$ cat config.mk
export PLATFORM = sky130hd
export DESIGN_NAME = osc_warmup_timer
export DESIGN_NICKNAME = d
export VERILOG_FILES = /design/src/rtl/warmup_pkg.sv /design/src/rtl/warmup_datapath.sv /design/src/rtl/warmup_ctrl.sv /design/src/rtl/osc_warmup_timer.sv
export SDC_FILE = /design/constraint.sdc
export NUM_CORES = 1
export LEC_CHECK = 0
export BUFFER_PORTS_ARGS = -buffer_cell sky130_fd_sc_hd__buf_2
export CAP_MARGIN = 20
export CORE_UTILIZATION = 50
export CTS_CLUSTER_DIAMETER = 100
export CTS_CLUSTER_SIZE = 16
export DETAILED_ROUTE_END_ITERATION = 8
export HOLD_SLACK_MARGIN = 0.05
export PLACE_DENSITY = 0.76
export SLEW_MARGIN = 40
export SYNTH_ARGS = -nofsm -noshare
export SYNTH_HDL_FRONTEND = slang
export SYNTH_SLANG_ARGS = --single-unit
$ cat constraint.sdc
create_clock -name clk -period 1.7 [get_ports clk]
set_input_delay 0.17 -clock clk [delete_from_list [all_inputs] [get_ports clk]]
set_output_delay 0.17 -clock clk [all_outputs]
set_load 0.01 [all_outputs]
$ cat src/rtl/warmup_pkg.sv
package warmup_pkg;
  // Strobes from control to datapath.
  typedef struct packed {
    logic clear;  // restart: zero pre-divider and counter
    logic run;    // warm-up active, enabled and not yet matched
  } wuStrobe_t;

  localparam int CTRL_SRC_BIT = 0;
  localparam int CTRL_DIV_LSB = 1;
  localparam int CTRL_EN_BIT  = 3;
endpackage

$ cat src/rtl/warmup_datapath.sv
module warmup_datapath
  import warmup_pkg::*;
#(
  parameter int CNT_W      = 14,
  parameter int CMP_W      = 8,
  parameter int PRE_STAGES = 3,
  localparam int DIV_W     = $clog2(PRE_STAGES + 1),
  localparam int LOW_W     = CNT_W - CMP_W
) (
  input  logic             clk,
  input  logic             rstN,
  input  logic             fastTick,
  input  logic             slowTick,
  input  logic             srcSel,
  input  logic [DIV_W-1:0] divSel,
  input  logic [CMP_W-1:0] cmpVal,
  input  wuStrobe_t        stb,
  output logic             match
);
  logic [PRE_STAGES-1:0] preCnt;
  logic [CNT_W-1:0]      cnt;
  logic [PRE_STAGES:0]   tapReady;
  logic                  selTick;
  logic                  divTick;

  assign selTick = srcSel ? slowTick : fastTick;

  // Tap k is ready when the low k pre-divider bits are all ones.
  assign tapReady[0] = 1'b1;
  for (genvar k = 1; k <= PRE_STAGES; k++) begin : g_tap
    assign tapReady[k] = &preCnt[k-1:0];
  end

  assign divTick = selTick && tapReady[divSel];
  assign match   = (cnt[CNT_W-1 -: CMP_W] == cmpVal) && (cnt[LOW_W-1:0] == '0);

  always_ff @(posedge clk) begin
    if (!rstN || stb.clear) begin
      preCnt <= '0;
      cnt    <= '0;
    end else if (stb.run) begin
      if (selTick) preCnt <= preCnt + 1'b1;
      if (divTick) cnt    <= cnt + 1'b1;
    end
  end

  assert_clear_R5: assert property (@(posedge clk) disable iff (!rstN)
    stb.clear |=> cnt == '0);
  assert_step_R4: assert property (@(posedge clk) disable iff (!rstN)
    (stb.run && divTick && !stb.clear) |=> cnt == $past(cnt) + 1'b1);
  assert_hold_R9: assert property (@(posedge clk) disable iff (!rstN)
    (!stb.run && !stb.clear) |=> $stable(cnt));
  assert_no_wrap_R5: assert property (@(posedge clk) disable iff (!rstN)
    (stb.run && divTick) |-> cnt != '1);
endmodule

$ cat src/rtl/warmup_ctrl.sv
module warmup_ctrl
  import warmup_pkg::*;
#(
  parameter int CMP_W      = 8,
  parameter int DIV_W      = 2,
  parameter int RST_CMP    = 2
) (
  input  logic             clk,
  input  logic             rstN,
  input  logic             startReq,
  input  logic             wrEn,
  input  logic             wrAddr,
  input  logic [CMP_W-1:0] wrData,
  input  logic             match,
  output logic             srcSel,
  output logic [DIV_W-1:0] divSel,
  output logic [CMP_W-1:0] cmpVal,
  output wuStrobe_t        stb,
  output logic             irqDone,
  output logic             cpuRun
);
  logic countEn;
  logic active;
  logic done;

  assign done      = active && countEn && match;
  assign stb.run   = active && countEn && !match;
  assign stb.clear = startReq;

  always_ff @(posedge clk) begin
    if (!rstN) begin
      srcSel  <= 1'b0;
      divSel  <= '0;
      countEn <= 1'b1;
      cmpVal  <= CMP_W'(RST_CMP);
    end else if (wrEn) begin
      if (wrAddr) cmpVal <= wrData;
      else begin
        srcSel  <= wrData[CTRL_SRC_BIT];
        divSel  <= wrData[CTRL_DIV_LSB +: DIV_W];
        countEn <= wrData[CTRL_EN_BIT];
      end
    end
  end

  always_ff @(posedge clk) begin
    if (!rstN) begin
      active  <= 1'b1;
      cpuRun  <= 1'b0;
      irqDone <= 1'b0;
    end else begin
      irqDone <= 1'b0;
      if (startReq) begin
        active <= 1'b1;
        cpuRun <= 1'b0;
      end else if (done) begin
        active  <= 1'b0;
        cpuRun  <= 1'b1;
        irqDone <= 1'b1;
      end
    end
  end

  assert_rise_irq_R6: assert property (@(posedge clk) disable iff (!rstN)
    $rose(cpuRun) |-> irqDone);
  assert_irq_run_R6: assert property (@(posedge clk) disable iff (!rstN)
    irqDone |-> cpuRun);
  assert_start_clears_R7: assert property (@(posedge clk) disable iff (!rstN)
    startReq |=> !cpuRun);
  assert_disabled_idle_R8: assert property (@(posedge clk) disable iff (!rstN)
    (active && !countEn) |=> !irqDone);
endmodule

$ cat src/rtl/osc_warmup_timer.sv
module osc_warmup_timer
  import warmup_pkg::*;
#(
  parameter int CNT_W      = 14,
  parameter int CMP_W      = 8,
  parameter int PRE_STAGES = 3,
  parameter int RST_CMP    = 2,
  localparam int DIV_W     = $clog2(PRE_STAGES + 1)
) (
  input  logic             clk,
  input  logic             rstN,
  input  logic             fastTick,
  input  logic             slowTick,
  input  logic             startReq,
  input  logic             wrEn,
  input  logic             wrAddr,
  input  logic [CMP_W-1:0] wrData,
  output logic             irqDone,
  output logic             cpuRun
);
  wuStrobe_t        stb;
  logic             match;
  logic             srcSel;
  logic [DIV_W-1:0] divSel;
  logic [CMP_W-1:0] cmpVal;

  warmup_ctrl #(.CMP_W(CMP_W), .DIV_W(DIV_W), .RST_CMP(RST_CMP)) u_ctrl (
    .clk(clk), .rstN(rstN), .startReq(startReq), .wrEn(wrEn), .wrAddr(wrAddr),
    .wrData(wrData), .match(match), .srcSel(srcSel), .divSel(divSel),
    .cmpVal(cmpVal), .stb(stb), .irqDone(irqDone), .cpuRun(cpuRun)
  );

  warmup_datapath #(.CNT_W(CNT_W), .CMP_W(CMP_W), .PRE_STAGES(PRE_STAGES)) u_dp (
    .clk(clk), .rstN(rstN), .fastTick(fastTick), .slowTick(slowTick),
    .srcSel(srcSel), .divSel(divSel), .cmpVal(cmpVal), .stb(stb), .match(match)
  );
endmodule

==> results of run 1 <==
layout make-up:
type / count / share of cell area
multi-input cells: 136 / 0.491
inverters: 5 / 0.00987
repair buffers: 28 / 0.104
flip-flops and latches: 32 / 0.340
clock buffers: 7 / 0.0342
well taps: 31 / 0.0204
worst max path at each step:
stage,start,to,depth (start not counted)
global placement,u_dp.cnt[0],u_dp.cnt[0],7
global route,u_dp.preCnt[1],u_dp.cnt[13],9
finish,u_dp.cnt[9],u_dp.cnt[2],6
detailed placement,u_dp.preCnt[0],u_dp.cnt[2],8
floorplan,u_dp.cnt[0],u_dp.cnt[0],7
CTS,u_dp.preCnt[0],u_dp.cnt[2],8
cells in the mapped netlist (2+ instances only):
cell      count  area [um^2]
mux2i_1       6         60.1
dfxtp_1      32          641
nor2_1       15         56.3
a21boi_0      7         52.6
nand4_1      10         62.6
nand3_1      19         95.1
nor3b_1       2         15.0
and3_1        3         18.8
o21ai_0       6         30.0
xor2_1        8         70.1
a21oi_1       7         35.0
nor2b_1       5         31.3
nand2b_1      3         18.8
nand2_1      17         63.8
and2_1        2         12.5
xnor2_1       7         61.3
inv_1         4         15.0
ha_1          4         50.1
clkbuf_1      7         26.3
or3_1         3         18.8
cells by family (layout without fill, tap and decap cells):
family                   Yosys count  after routing
AND/OR/NAND/NOR                   86             86
flip-flops                        32             32
AO/OA/AOI/OAI                     25             25
XOR/XNOR                          15             15
buffers and inverters             14             40
multiplexers                       6              6
adder cells (fa/ha/maj)            4              4
metal layers:
layer / track usage / part of all wire
met1: 0.263 / 0.43
met3: 0.0469 / 0.045
met4: 0.108 / 0.015
met2: 0.422 / 0.51
met5: 0 / 0
flip-flops by register name, summed over array words and instances, names as in the netlist:
signal / count
u_ctrl.irqDone: 1
u_ctrl.cpuRun: 1
u_ctrl.divSel: 2
u_ctrl.cmpVal: 8
u_dp.preCnt: 3
u_ctrl.active: 1
u_ctrl.srcSel: 1
u_dp.cnt: 14
u_ctrl.countEn: 1
worst max-delay path: cells and delay by family, from the launching register on:
family,cells,cell delay [ns]
buffers and inverters,1,0.22
AOI/OAI and AO/OA,2,0.37
and+or+nand+nor,3,0.51
DFF,1,0.42
where the power goes:
| group | internal, mW | total, mW | switching, mW |
|---|---|---|---|
| registers | 0.769 | 0.785 | 0.0165 |
| logic | 0.0947 | 0.197 | 0.102 |
| clock network | 0.234 | 0.475 | 0.241 |
| total | 1.10 | 1.46 | 0.359 |
metrics by stage:
stage | worst slack (ns) | setup TNS (ns) | cells
global placement | 0.0631 | 0 | 228
floorplan | 0.0962 | 0 | 182
detailed placement | -0.0377 | -0.0691 | 228
CTS | 0.0112 | 0 | 236
finish | 0.0500 | 0 | 239
global route | -0.0175 | -0.0383 | 239
what timing repair did:
| action | CTS | global route |
|---|---|---|
| endpoints found under the setup margin | 5 | 16 |
| pin swaps | 0 | 9 |
| hold buffers | 0 | 0 |
| gates cloned | 0 | 2 |
| resized for setup | 1 | 22 |
| setup buffers | 1 | 1 |
==> flow_metrics.py, run 1 <==
metrics = {
    "outcome": {
        "outcome": "completed",
    },
    "worst_setup_path": {
        "cp_max_fo": 6,
        "timing.rr.start": "u_dp.cnt[9]",
        "worst_ep_required_time_ns": 1.89,
        "cp-end-kind": "register",
        "crit_slowest_cell": "dfxtp_1",
        "rrSetupSlack_ns": 0.05,
        "path_cells": "nor2b_1, a221o_1, nor4_4, buf_2, or3_1, a21oi_2",
        "r2r_end": "u_dp.cnt[2]",
        "reg2regPathDepth": 6,
        "path_class": "reg -> reg",
        "cp-start-kind": "register",
        "cpPeakStageDelay_ns": 0.42,
        "cp.arrival_ns": 1.84,
    },
    "global_routing": {
        "grt_usage": 0.233,
        "grt_pass1_vias": 1372,
        "grt_overflow": 0,
        "grt_max_degree": 20,
        "grt_pass1_wl_mm": 5.80,
        "grt_antenna_before_repair": 0,
    },
    "synth": {
        "async_flop_share": 0,
        "synthAdderAreaFrac": 0.0323,
        "synth_simple_gate_area_frac": 0.291,
        "syn_inst": 182,
        "synthDistinctLibCells": 35,
        "synth_warnings": 0,
        "synth_compound_area_frac": 0.102,
        "synthesis.area_mm2": 0.00155,
        "synth-xor-area-share": 0.0849,
        "ys_seq_elements": 32,
        "synth-edff-count": 0,
        "avgSynthCellArea_um2": 8.50,
        "synth_fp_nets": 201,
        "ys_seq_area_frac": 0.414,
        "synth_mux_area_frac": 0.0388,
        "synth_top_family_by_area": "simple AND/OR/NAND/NOR gates",
        "synth_flop_cell": "dfxtp_1",
    },
    "power": {
        "irDropWorstVdd_mv": 0.493,
        "total_power_mw": 1.46,
        "leakagePower_nw": 0.742,
        "power_density_mw_per_mm2": 766,
    },
    "die": {
        "start_util": 0.543,
        "io_pins": 17,
        "die_w_um": 57.6,
        "die-area_mm2": 0.00332,
        "die_height_um": 57.6,
        "core.rowCount": 19,
        "core_region_area_mm2": 0.00285,
    },
    "worst_hold_path": {
        "min_from": "wrData[3]",
        "hold_class": "in -> reg",
        "hold-path-endpoint": "u_ctrl.countEn",
        "holdPathStages": 3,
    },
    "layout": {
        "multi_input_area_um2": 933,
        "antennaDiodeCount": 0,
        "layout_commonest_cell": "dfxtp_1",
        "fillCellCount": 256,
        "nNetsFinal": 227,
        "final_layout_size_suffix_gt1_frac": 0.264,
        "regArea_um2": 647,
        "most-common-layout-cells": "27 x dfxtp_1, 18 x nand3_1, 17 x buf_2",
        "fin_area_mm2": 0.00190,
        "final_core_util": 0.666,
        "synthToLayoutAreaGrowth_pct": 22.8,
    },
    "clock_tree": {
        "cts_made_buffers": 5,
        "htreeDepth": 2,
        "clk_pin_slew_worst_paths_ns": 0.09,
        "cts_root_buffer": "clkbuf_4",
        "clock_latency_ns": 0.33,
        "cts_tree": "yes",
        "clk_path_buf_depth": 2,
        "cts.sinks": 32,
    },
    "sta": {
        "worst_hold_slack_ns": 0.0730,
        "rsz0062_at_grt": "true",
        "fmax_mhz": 606,
        "skew_ns": 0.00686,
        "final_hold_viol_count": 0,
        "setup_viol": 0,
        "drv_slew": 0,
        "relSlewSlack": 0.477,
        "worst-slew-pin-transition_ns": 0.784,
        "timing.final.crit_share": 0.971,
        "layout_min_cycle_time_ns": 1.65,
    },
    "route": {
        "detail-route-antenna-nets": 0,
        "wire_per_inst_um": 15.4,
        "dr.pass1.iters": 4,
        "drtIter0Drc": 52,
        "drt-total-wl_mm": 3.68,
        "viasPerCell": 5.82,
        "vias": 1390,
        "drc": 0,
    },
    "job": {
        "drv_cap": 0,
    },
    "placed_design": {
        "gp_congestion": 0.819,
        "place_area_mm2": 0.00169,
        "hpwl_mm": 2.53,
        "io_buffers": 16,
    },
}
(Power assumes the default switching activity.)
==> run 2: changes to the inputs <==
--- a/config.mk
+++ b/config.mk
@@ -12,7 +12,7 @@
 export CTS_CLUSTER_SIZE = 16
 export DETAILED_ROUTE_END_ITERATION = 8
 export HOLD_SLACK_MARGIN = 0.05
-export PLACE_DENSITY = 0.76
+export PLACE_DENSITY = 0.74
 export SLEW_MARGIN = 40
 export SYNTH_ARGS = -nofsm -noshare
 export SYNTH_HDL_FRONTEND = slang
==> constraint.sdc (replaced) <==
create_clock -name clk -period 1.97 [get_ports clk]
set_input_delay 0.197 -clock clk [delete_from_list [all_inputs] [get_ports clk]]
set_output_delay 0.197 -clock clk [all_outputs]
set_load 0.01 [all_outputs]
==> run 2 against run 1 <==
Net effect:
- the run now ends with DRC left
- clock skew rose by 0.0015 ns
- total power fell by 18%
- cell count fell by 2.9%
- die area did not move
- count of clock-buffer cells in the layout rose by 1
- clock power fell by 18%
- critical path type unchanged
- critical endpoint is now u_dp.cnt[4]
- highest routed layer unchanged
==> flow_metrics.py, run 2 (synthesized netlist as in run 1, its figures left out) <==
metrics = {
    "global_routing": {
        "grt_usage": 0.221,
        "grt_pass1_vias": 1245,
        "grt_use_met3": 0.0536,
        "grt_antenna_before_repair": 0,
        "use_met2": 0.360,
        "grt_util_met1": 0.267,
        "grt_pass1_wl_mm": 5.46,
        "grt_max_degree": 20,
        "grt_overflow": 0,
        "gr-max-usage-layer": "met2",
    },
    "layout": {
        "synthToLayoutAreaGrowth_pct": 12.3,
        "reg_top3": "u_dp.cnt: 14 flops, u_ctrl.cmpVal: 8 flops, u_dp.preCnt: 3 flops",
        "antennaDiodeCount": 0,
        "multi_input_area_um2": 858,
        "regMostFlops": "u_dp.cnt",
        "regArea_um2": 641,
        "most-common-layout-cells": "32 x dfxtp_1, 19 x nand3_1, 17 x nand2_1",
        "nNetsFinal": 219,
        "largest_reg_flops": 14,
        "layout_commonest_cell": "dfxtp_1",
        "final_layout_size_suffix_gt1_frac": 0.159,
        "fillCellCount": 268,
    },
    "die": {
        "start_util": 0.543,
        "die_height_um": 57.6,
        "die_w_um": 57.6,
        "die-area_mm2": 0.00332,
        "core.rowCount": 19,
        "io_pins": 17,
        "core_region_area_mm2": 0.00285,
    },
    "sta": {
        "fmax_mhz": 557,
        "setup_viol": 0,
        "relSlewSlack": 0.529,
        "tns_ns": 0,
        "rsz0062_at_grt": "false",
        "layout_min_cycle_time_ns": 1.80,
        "drv_slew": 0,
        "worst-slew-pin-transition_ns": 0.707,
        "skew_ns": 0.00837,
        "timing.final.crit_share": 0.912,
        "final_hold_viol_count": 0,
    },
    "worst_setup_path": {
        "path_class": "reg -> reg",
        "cp-end-kind": "register",
        "cp-start-kind": "register",
        "cp.arrival_ns": 2.05,
        "cpPeakStageDelay_ns": 0.39,
        "worst_ep_required_time_ns": 2.23,
        "path_cells": "ha_1, ha_1, mux2i_1, a21oi_2, buf_12, nand3_1, or3_1, a21oi_1",
        "crit_top_cell": "ha_1",
        "crit_slowest_cell": "dfxtp_1",
        "cp_max_fo": 14,
    },
    "power": {
        "irDropWorstVdd_mv": 0.360,
        "leakagePower_nw": 0.681,
        "total_power_mw": 1.20,
        "power_density_mw_per_mm2": 691,
    },
    "clock_tree": {
        "cts_root_buffer": "clkbuf_4",
        "cts.sinks": 32,
        "htreeDepth": 2,
        "clk_path_buf_depth": 2,
        "cts_made_buffers": 5,
        "clock_latency_ns": 0.34,
        "cts_tree": "yes",
        "clk_pin_slew_worst_paths_ns": 0.09,
        "cts_setup_buffers": 0,
    },
    "placed_design": {
        "hpwl_mm": 2.38,
        "gp_congestion": 0.879,
        "io_buffers": 16,
    },
    "job": {
        "drv_cap": 0,
    },
    "route": {
        "vias": 1338,
        "dr.pass1.iters": 7,
        "drtIter0Drc": 80,
        "wire_per_inst_um": 13.7,
        "drt-total-wl_mm": 3.18,
        "drc": 2,
        "detail-route-antenna-nets": 0,
        "viasPerCell": 5.77,
    },
    "outcome": {
        "outcome": "finished with violations",
        "violations": "DRC",
    },
    "worst_hold_path": {
        "hold_class": "in -> reg",
    },
}
[run 2: cell count changes in the layout (fill, tap and decap cells not counted), moves of 2 or more]
cell and change:
buf_4 -6, clkbuf_1 +2, dfxtp_1 +5, dfxtp_2 -5, ha_1 +2, ha_4 -2, o21ai_0 +2, o21ai_1 -2
xnor2_1 +2, xnor2_2 -2
[run 2: final timing paths]
check,to,depth (start not counted),slack [ns],start
worst max-delay path,u_dp.cnt[4],8,0.17,u_dp.preCnt[0]
worst min-delay path,u_ctrl.countEn,3,0.08,wrData[3]
worst max register to register,u_dp.cnt[4],8,0.17,u_dp.preCnt[0]
worst min register to register,u_ctrl.cpuRun,2,0.48,u_ctrl.cpuRun
[run 2: worst max-delay path: cells and delay by family, from the launching register on]
kind            cells  cell delay, ns
buf+inv             1            0.15
flops               1            0.39
mux                 1            0.09
compound gates      2            0.35
simple gates        2            0.37
fa+ha+maj           2            0.36
[run 2: metal layers]
layer,wire length [um],vias up,share of wire
met1,1390,618,0.44
met5,0,-,0
met2,1570,35,0.49
li1,-,678,-
met4,67,0,0.021
met3,151,7,0.048
[run 2: stage by stage]
step           hold WS (ns)  utilization  instances  instance area (um^2)  setup WS (ns)
2_1_floorplan         0.322            -        182                  1550          0.366
3_3_place_gp          0.431        0.586        224                  1670          0.141
3_5_place_dp          0.434        0.586        224                  1670         0.0813
4_1_cts              0.0843        0.606        232                  1730         0.0590
5_1_grt               0.107        0.609        232                  1740         0.0508
6_report             0.0841        0.609        232                  1740          0.174
[run 2: layout make-up]
cell class                 count  share of cell area
inverter                       5              0.0108
tap                           31              0.0223
sequential                    32               0.369
clock buffer                   8              0.0338
multi-input combinational    136               0.494
timing repair buffer          20              0.0706
[run 2: where the power goes]
group	internal, mW	leakage, nW	switching [mW]
Clock	0.176	0.0326	0.214
Combinational	0.0601	0.389	0.0738
Sequential	0.663	0.260	0.0138
[run 2: timing repair]
item | CTS | global route
hold endpoints to repair | 0 | 0
setup endpoints to repair | 0 | 5
hold buffers | 0 | 0
resized for setup | 0 | 2
